### src/rtl/bus_fault_pkg.sv
package bus_fault_pkg;
  localparam int STAT_W = 16;
  localparam int FC_W   = 3;
  localparam int SZ_W   = 2;

  // field positions decoded by the restore path
  localparam int POS_RERUN = 15;
  localparam int POS_BKPT  = 11;
  localparam int POS_RMW   = 8;
  localparam int POS_INS   = 7;
  localparam int POS_READ  = 6;
  localparam int POS_LONG  = 5;
  localparam int POS_SZ_LO = 3;
  localparam int POS_FC_LO = 0;

  localparam logic [STAT_W-1:0] USED_MASK =
      STAT_W'(1 << POS_RERUN) | STAT_W'(1 << POS_BKPT) | STAT_W'(1 << POS_RMW) |
      STAT_W'(1 << POS_INS)   | STAT_W'(1 << POS_READ) | STAT_W'(1 << POS_LONG) |
      STAT_W'(((1 << SZ_W) - 1) << POS_SZ_LO) | STAT_W'(((1 << FC_W) - 1) << POS_FC_LO);

  typedef enum logic [SZ_W-1:0] {
    SZ_LONG = 2'b00,
    SZ_BYTE = 2'b01,
    SZ_WORD = 2'b10,
    SZ_RSVD = 2'b11
  } size_e;

  typedef struct packed {
    logic            read;
    logic            rmw;
    logic            prefetch;
    logic            released;
    logic [FC_W-1:0] fc;
    size_e           orig_size;
    size_e           rem_size;
    logic            bkpt;
  } cyc_desc_t;

  typedef struct packed {
    logic            read;
    size_e           size;
    logic [FC_W-1:0] fc;
  } reload_t;
endpackage

### src/rtl/fault_size_enc.sv
module fault_size_enc
  import bus_fault_pkg::*;
(
  input  size_e orig_i,
  input  size_e rem_i,
  output logic  long_o,
  output size_e size_o
);
  always_comb begin
    long_o = (orig_i == SZ_LONG);
    unique case (orig_i)
      SZ_BYTE: size_o = SZ_BYTE;
      SZ_LONG: size_o = (rem_i == SZ_LONG) ? SZ_LONG : SZ_WORD; // no byte for long originals
      default: size_o = SZ_WORD;
    endcase
  end
endmodule

### src/rtl/fault_capture.sv
module fault_capture
  import bus_fault_pkg::*;
(
  input  logic              clk_i,
  input  logic              rst_ni,
  input  logic              fault_i,
  input  cyc_desc_t         cyc_i,
  output logic [STAT_W-1:0] stat_o
);
  logic              long_w;
  size_e             size_w;
  logic              is_write;
  logic [STAT_W-1:0] word_d;

  fault_size_enc i_size_enc (
    .orig_i (cyc_i.orig_size),
    .rem_i  (cyc_i.rem_size),
    .long_o (long_w),
    .size_o (size_w)
  );

  assign is_write = !cyc_i.read && !cyc_i.prefetch;

  always_comb begin
    word_d = '0;
    word_d[POS_RERUN] = cyc_i.released && is_write && !cyc_i.rmw;
    word_d[POS_BKPT]  = cyc_i.bkpt;
    word_d[POS_RMW]   = cyc_i.rmw;
    word_d[POS_INS]   = cyc_i.prefetch;
    word_d[POS_READ]  = !is_write;
    word_d[POS_LONG]  = long_w;
    word_d[POS_SZ_LO +: SZ_W] = size_w;
    word_d[POS_FC_LO +: FC_W] = cyc_i.fc;
  end

  always_ff @(posedge clk_i or negedge rst_ni) begin
    if (!rst_ni)      stat_o <= '0;
    else if (fault_i) stat_o <= word_d;
  end

  AST_UNUSED_ZERO: assert property (@(posedge clk_i) disable iff (!rst_ni)
    (stat_o & ~USED_MASK) == '0);
  AST_RERUN_WRITE_ONLY: assert property (@(posedge clk_i) disable iff (!rst_ni)
    stat_o[POS_RERUN] |-> !stat_o[POS_READ] && !stat_o[POS_RMW] && !stat_o[POS_INS]);
  AST_BYTE_NOT_LONG: assert property (@(posedge clk_i) disable iff (!rst_ni)
    stat_o[POS_SZ_LO +: SZ_W] == SZ_BYTE |-> !stat_o[POS_LONG]);
  AST_CAPTURE_HOLD: assert property (@(posedge clk_i) disable iff (!rst_ni)
    !fault_i |=> $stable(stat_o));
endmodule

### src/rtl/fault_restore.sv
module fault_restore
  import bus_fault_pkg::*;
(
  input  logic              clk_i,
  input  logic              rst_ni,
  input  logic              restore_i,
  input  logic [STAT_W-1:0] word_i,
  output logic              rerun_o,
  output logic              err_o,
  output reload_t           reload_o
);
  logic    want_rerun;
  logic    bad_size;
  reload_t reload_d;

  assign want_rerun = restore_i && word_i[POS_RERUN];
  assign bad_size   = (word_i[POS_SZ_LO +: SZ_W] == SZ_RSVD);

  always_comb begin
    reload_d.read = word_i[POS_READ];
    reload_d.size = size_e'(word_i[POS_SZ_LO +: SZ_W]);
    reload_d.fc   = word_i[POS_FC_LO +: FC_W];
  end

  always_ff @(posedge clk_i or negedge rst_ni) begin
    if (!rst_ni) begin
      rerun_o  <= 1'b0;
      err_o    <= 1'b0;
      reload_o <= '0;
    end else begin
      rerun_o <= want_rerun && !bad_size;
      err_o   <= want_rerun && bad_size;
      if (want_rerun && !bad_size) reload_o <= reload_d;
    end
  end

  AST_RERUN_CAUSE: assert property (@(posedge clk_i) disable iff (!rst_ni)
    restore_i && !word_i[POS_RERUN] |=> !rerun_o && !err_o);
  AST_ERR_EXCL: assert property (@(posedge clk_i) disable iff (!rst_ni)
    !(rerun_o && err_o));
  AST_RELOAD_HOLD: assert property (@(posedge clk_i) disable iff (!rst_ni)
    !rerun_o |-> $stable(reload_o));
  AST_ERR_NO_RELOAD: assert property (@(posedge clk_i) disable iff (!rst_ni)
    restore_i && word_i[POS_RERUN] && bad_size |=> err_o && !rerun_o);
endmodule

### src/rtl/bus_fault_status.sv
module bus_fault_status
  import bus_fault_pkg::*;
(
  input  logic              clk_i,
  input  logic              rst_ni,
  input  logic              fault_i,
  input  logic              cyc_read_i,
  input  logic              cyc_rmw_i,
  input  logic              cyc_prefetch_i,
  input  logic              cyc_released_i,
  input  logic [FC_W-1:0]   cyc_fc_i,
  input  logic [SZ_W-1:0]   cyc_orig_size_i,
  input  logic [SZ_W-1:0]   cyc_rem_size_i,
  input  logic              bkpt_i,
  output logic [STAT_W-1:0] stat_o,
  input  logic              restore_i,
  input  logic [STAT_W-1:0] restore_word_i,
  output logic              rerun_o,
  output logic              reload_read_o,
  output logic [SZ_W-1:0]   reload_size_o,
  output logic [FC_W-1:0]   reload_fc_o,
  output logic              restore_err_o
);
  cyc_desc_t cyc;
  reload_t   reload;

  always_comb begin
    cyc.read      = cyc_read_i;
    cyc.rmw       = cyc_rmw_i;
    cyc.prefetch  = cyc_prefetch_i;
    cyc.released  = cyc_released_i;
    cyc.fc        = cyc_fc_i;
    cyc.orig_size = size_e'(cyc_orig_size_i);
    cyc.rem_size  = size_e'(cyc_rem_size_i);
    cyc.bkpt      = bkpt_i;
  end

  fault_capture i_capture (
    .clk_i   (clk_i),
    .rst_ni  (rst_ni),
    .fault_i (fault_i),
    .cyc_i   (cyc),
    .stat_o  (stat_o)
  );

  fault_restore i_restore (
    .clk_i     (clk_i),
    .rst_ni    (rst_ni),
    .restore_i (restore_i),
    .word_i    (restore_word_i),
    .rerun_o   (rerun_o),
    .err_o     (restore_err_o),
    .reload_o  (reload)
  );

  assign reload_read_o = reload.read;
  assign reload_size_o = reload.size;
  assign reload_fc_o   = reload.fc;

  AST_RERUN_PULSE_SRC: assert property (@(posedge clk_i) disable iff (!rst_ni)
    rerun_o |-> $past(restore_i) && $past(restore_word_i[POS_RERUN]));
endmodule

### config.mk
export PLATFORM = sky130hd
export DESIGN_NAME = bus_fault_status
export DESIGN_NICKNAME = d
export VERILOG_FILES = /design/src/rtl/bus_fault_pkg.sv /design/src/rtl/fault_size_enc.sv /design/src/rtl/fault_capture.sv /design/src/rtl/fault_restore.sv /design/src/rtl/bus_fault_status.sv
export SDC_FILE = /design/constraint.sdc
export NUM_CORES = 1
export LEC_CHECK = 0
export ABC_AREA = 1
export BUFFER_PORTS_ARGS = -buffer_cell sky130_fd_sc_hd__buf_4
export CAP_MARGIN = 25
export CORE_AREA = 2 2 49 51
export DETAILED_ROUTE_END_ITERATION = 8
export DIE_AREA = 0 0 51 53
export PLACE_DENSITY = 0.78
export SYNTH_ARGS = -nofsm -noshare
export SYNTH_HDL_FRONTEND = slang
export SYNTH_SLANG_ARGS = --single-unit
### constraint.sdc
create_clock -name clk_i -period 0.8 [get_ports clk_i]
set_input_delay 0.12 -clock clk_i [delete_from_list [all_inputs] [get_ports clk_i]]
set_output_delay 0.12 -clock clk_i [all_outputs]
set_load 0.005 [all_outputs]
; ---- Word level (Yosys, flattened, before mapping)
; Index checks and enable logic that the tools add are counted.
; W data, S select, Z words.
[totals]
ff_bits = 19
[classes]
mux = 2
n_reduce_logical = 13
n_eq_ne = 2
[ops]
columns = op, n
row1 = $logic_and A1 B1 Y1, 6
row2 = $logic_not A1 Y1, 5
row3 = $logic_not A2 Y1, 2
row4 = $pmux W2 S2, 1
row5 = $eq A2 B1 Y1 const B, 1
row6 = $eq A2 B2 Y1 const B, 1
row7 = $mux W2, 1

; ---- Logic depth before layout (Yosys ltp)
[depth]
ltp_word = 4
mapped_depth = 6

; ---- Modules after synthesis
; From an unflattened synthesis, not the netlist that was laid out.
[hier_totals]
hier_cells = 91
area_unflattened_um2 = 823.3
[modules_own_cells]
columns = module, seq_area_each_um2, cells_per_inst, n_inst, area_each_um2
row1 = fault_capture, 275.3, 53, 1, 483.0
row2 = fault_restore, 200.2, 32, 1, 312.8
row3 = fault_size_enc, 0.0, 6, 1, 27.5

; ---- Least setup slack after synthesis
; OpenSTA, ideal clock, no wires.
[synth_path]
path_type = input -> register
start = in restore_i
end = reg i_restore.reload_o[0] (netlist name)
path_buffers = 0
stages = 5
arrival_time_ns = 0.556
required_ns = 0.683
path_slack_ns = 0.128
cell_sequence = nand2_1 -> inv_1 -> nand2_1 -> nand2_1 -> nand2_1
[synth_between]
elab_chain_len = 2
[synth_lines]
columns = element, line_no
row1 = from (decl), bus_fault_status.sv:16  ; input logic restore_i,
row2 = $logic_and A1 B1 Y1, fault_restore.sv:16  ; assign want_rerun = restore_i && word_i[POS_RERUN];
row3 = $logic_and A1 B1 Y1, fault_restore.sv:33  ; if (want_rerun && !bad_size) reload_o <= reload_d;
row4 = to (signal assigned), fault_restore.sv:33
row5 = to (decl), fault_restore.sv:10  ; output reload_t reload_o
; No other way between the ends.
; A chain may end at the register's enable or synchronous reset.

; ---- Worst setup path after layout
[layout_path]
start = reg i_capture.stat_o[5]
end = out stat_o[5]
[layout_rtl]
columns = element, line_no
row1 = from (decl), fault_capture.sv:8  ; output logic [STAT_W-1:0] stat_o
row2 = from (signal assigned), fault_capture.sv:38  ; else if (fault_i) stat_o <= word_d;
row3 = to (decl), bus_fault_status.sv:15  ; output logic [STAT_W-1:0] stat_o,
; No word-level cell between the ends.

==> metrics.md <==
| Metric | Value |
|---|---|
| Outcome | finished with violations |
| Failing checks | setup timing |
| Sequential power share | 0.518 |
| Clk root buf | clkbuf_4 |
| End of the worst hold path | i_capture.stat_o[0]$_DFFE_PN0P_ |
| RSZ-0062 raised after global routing | true |
| Crit path cell chain | buf_6 |
| Util after Layout | 0.611 |
| Hold depth | 3 |
| TritonCTS clock tree | done |
| Vias in the first global route | 691 |
| DRC | 0 |
| Core Box Area | 2150 µm² |
| Mean Syn Cell Area | 9.12 µm² |
| Register area | between 400 and 500 µm² |
| # rows | 17 |
| Total GRT Usage | 0.142 |
| Global route overflow | 0 |
| Post-Syn Area | 793 µm² |
| Hold Vio Cnt, Final | 0 |
| Vias/cell | roughly 4.3 |
| Final setup viols | 21 |
| Clk network pwr share | 0.216 |
| Post-detailed-routing wire length | about 1.8 mm |
| Critical Path AT | 830 ps |
| Switching Share | 0.253 |
| Sink Count | 19 |
| Synth top area cells | dfrtp_1 (60%), nand2_1 (18%), buf_4 (4.7%), nand3_1 (3.8%), nor2_1 (3.3%) |
| Final worst-path cycle share | 1.18 |
| Worst setup SP type | flop |
| Max FO, Critical Path | 2 |
| PortBufs | 41 |
| VDD IR max | between 0.8 and 0.9 mV |
| Multi-input logic area | 258 µm² |
| Fin crit period | 947 ps |
| Post-synthesis compound-gate area fraction | 0.0284 |
| PwrDens | 1660 nW/µm² |
| Post-synth EDFFs | 0 |
| Syn Inst Count | just under 90 |
| CP delay by family, top | flip-flops |
| Register area share after synthesis | 0.599 |
| Reg clk slew, reported paths | 110 ps |
| Antenna diodes | 0 |
| CTS Buf Count | 3 |
| Post-synth ARST share | 1.00 |
| DIE AREA | 2700 µm² |
| WL per Instance | a little over 10 µm |
| Setup TNS Final | -2550 ps |
| DP HPWL | approximately 1.3 mm |
| Starting density of the core | 0.369 |
| Power Internal | 1.62 mW |
| Crit end category | output port |
| Combinational share of power | 0.266 |
| # IOs | 56 |
| Crit path max-delay cell type | dfrtp_1 |
| Post-synthesis mux area share | 0 |
| Worst flop-to-flop path endpoint | i_capture.stat_o[1]$_DFFE_PN0P_ |
| CP Class | flop to output port |
| FILL cells | 182 |
| Slew Viols, Final | 0 |
| P&R area growth vs syn | 65.5% |
| Largest family of logic cells by synthesized area | simple AND/OR/NAND/NOR gates |
| Clock insertion delay at the later pin of the skew report | around 280 ps |
| Post-Synth Adder-Cell Area | 0 |
| Cells on worst reg2reg path | 4 |
| P_sw | 0.551 mW |
| Total power | 2.17 mW |
| Initial DRC count | 2 |
| Hold Startpoint | cyc_fc_i[0] |
| Fin area | around 1300 µm² |
| Largest net degree at the start of global routing | 20 |
| Final worst slack | -147 ps |
| Routability cong. | 0.642 |
| H-tree levels | 1 |
| Simple-gate share of the synthesized area | 0.273 |
| Fin nets | between 150 and 200 |
| Placed cells | about 160 |
| Fin cells | 173 |
| First-pass GRT wire length | approximately 2.9 mm |
| Pre-antenna DRT Iters | 2 |
| Worst R2R Setup Slack | -50 ps |
| Ratio of cells with drive above 1 in the final layout | 0.434 |
| Buffers and inverters on the worst path | 1 |
| Synth top cells by count | nand2_1 (37), dfrtp_1 (19), nor2_1 (7) |
| Ys Warns | 0 |
| Count of cell types in the netlist | 14 |
| Clock tree buffer depth | 2 |
| Worst path required time | 680 ps |
| Post-place setup slack | -5.23 ps |
| Hold/Removal Path Class | input port to flop |
| Die Span Y | 53 µm |
| Number of synthesized register bits | 19 |
| Post-DP Area | 1110 µm² |
| Post-Synth XOR/XNOR Area | 0 |
| Top-count cell post-synth | nand2_1 |
| Share of the synthesized area in the top cell type | 0.599 |
| Total of max-cap violations | 0 |
| Fin Clk Skew | 0 ps |
| Die W | 51 µm |
| Fin Hold WS | 33.3 ps |
| Synth area leader | dfrtp_1 |
| Antenna violations before repair | 0 |
| Fmax | 1060 MHz |
| CP max stage delay | approximately 420 ps |
| Vias | 743 |
| Crit Reg-Reg Startpoint | i_capture.stat_o[1]$_DFFE_PN0P_ |
| Top_reg_cell synth | dfrtp_1 |
| LEAKAGE | 0.737 nW |
| Post-route ant nets | 0 |
-- timing repair --
| item | CTS | global route |
|---|---|---|
| resized for setup | 19 | 0 |
| hold endpoints to repair | 19 | 0 |
| pin swaps | 0 | 0 |
| setup endpoints to repair | 19 | 19 |
| setup buffers | 7 | 5 |
| hold buffers | 1 | 0 |
-- layout by cell type, fill, tap and decap left out --
cell type	n
buf_6	19
inv_2	1
dfrtp_1	19
nand2_1	37
nand3_1	6
dlygate4sd3_1	1
a21oi_1	1
conb_1	5
clkbuf_4	3
clkinv_2	1
nor2_1	7
nor2_4	1
o21a_1	1
buf_4	37
inv_1	3
nand3_2	1
o21ai_0	2
-- how the worst max path moves through the flow --
| stage | start | end | slack (ps) | cells after the start |
|---|---|---|---|---|
| 3_3_place_gp | restore_i | i_restore.reload_o[5]$_DFFE_PN0P_ | 20 | 6 |
| 4_1_cts | i_capture.stat_o[5]$_DFFE_PN0P_ | stat_o[5] | -170 | 1 |
| 5_1_grt | i_restore.reload_o[1]$_DFFE_PN0P_ | reload_fc_o[1] | -190 | 1 |
| 6_report | i_capture.stat_o[5]$_DFFE_PN0P_ | stat_o[5] | -150 | 1 |
| 3_5_place_dp | restore_i | i_restore.reload_o[1]$_DFFE_PN0P_ | -5 | 6 |
| 2_1_floorplan | restore_i | i_restore.reload_o[0]$_DFFE_PN0P_ | 130 | 5 |
-- sequential cells by signal, summed over array words and instances, names as in the netlist --
name                cells
i_restore.rerun_o       1
i_restore.err_o         1
i_capture.stat_o       11
i_restore.reload_o      6
-- per-layer routing --
metal / GRT usage / wire, µm
met1: 0.152 / 722
met2: 0.268 / 874
met3: 0.0311 / 179
met4: 0.0541 / 6
met5: 0 / 0
-- power by group through the flow --
stage               Clock (mW)  Combinational [mW]  Sequential, mW
floorplan                    0               0.149            1.13
global placement             0               0.417            1.12
detailed placement           0               0.426            1.13
CTS                      0.503               0.554            1.12
global route             0.533               0.640            1.14
finish                   0.470               0.579            1.13
-- logic make-up (layout without fill, tap and decap cells) --
kind of cell           count (synthesis)  after routing
and+or+nand+nor                       52             52
DFF                                   19             19
buffers and inverters                 11             65
AOI/OAI and AO/OA                      4              4
other                                  1              5
-- area by class of cell --
cell class	instances	share of cell area
clock inverter	1	0.00381
multi-input combinational	61	0.196
sequential	19	0.362
timing repair buffer	57	0.382
clock buffer	3	0.0172
tap	28	0.0267
inverter	4	0.0114
No activity file was read; power rests on OpenSTA's default activity.
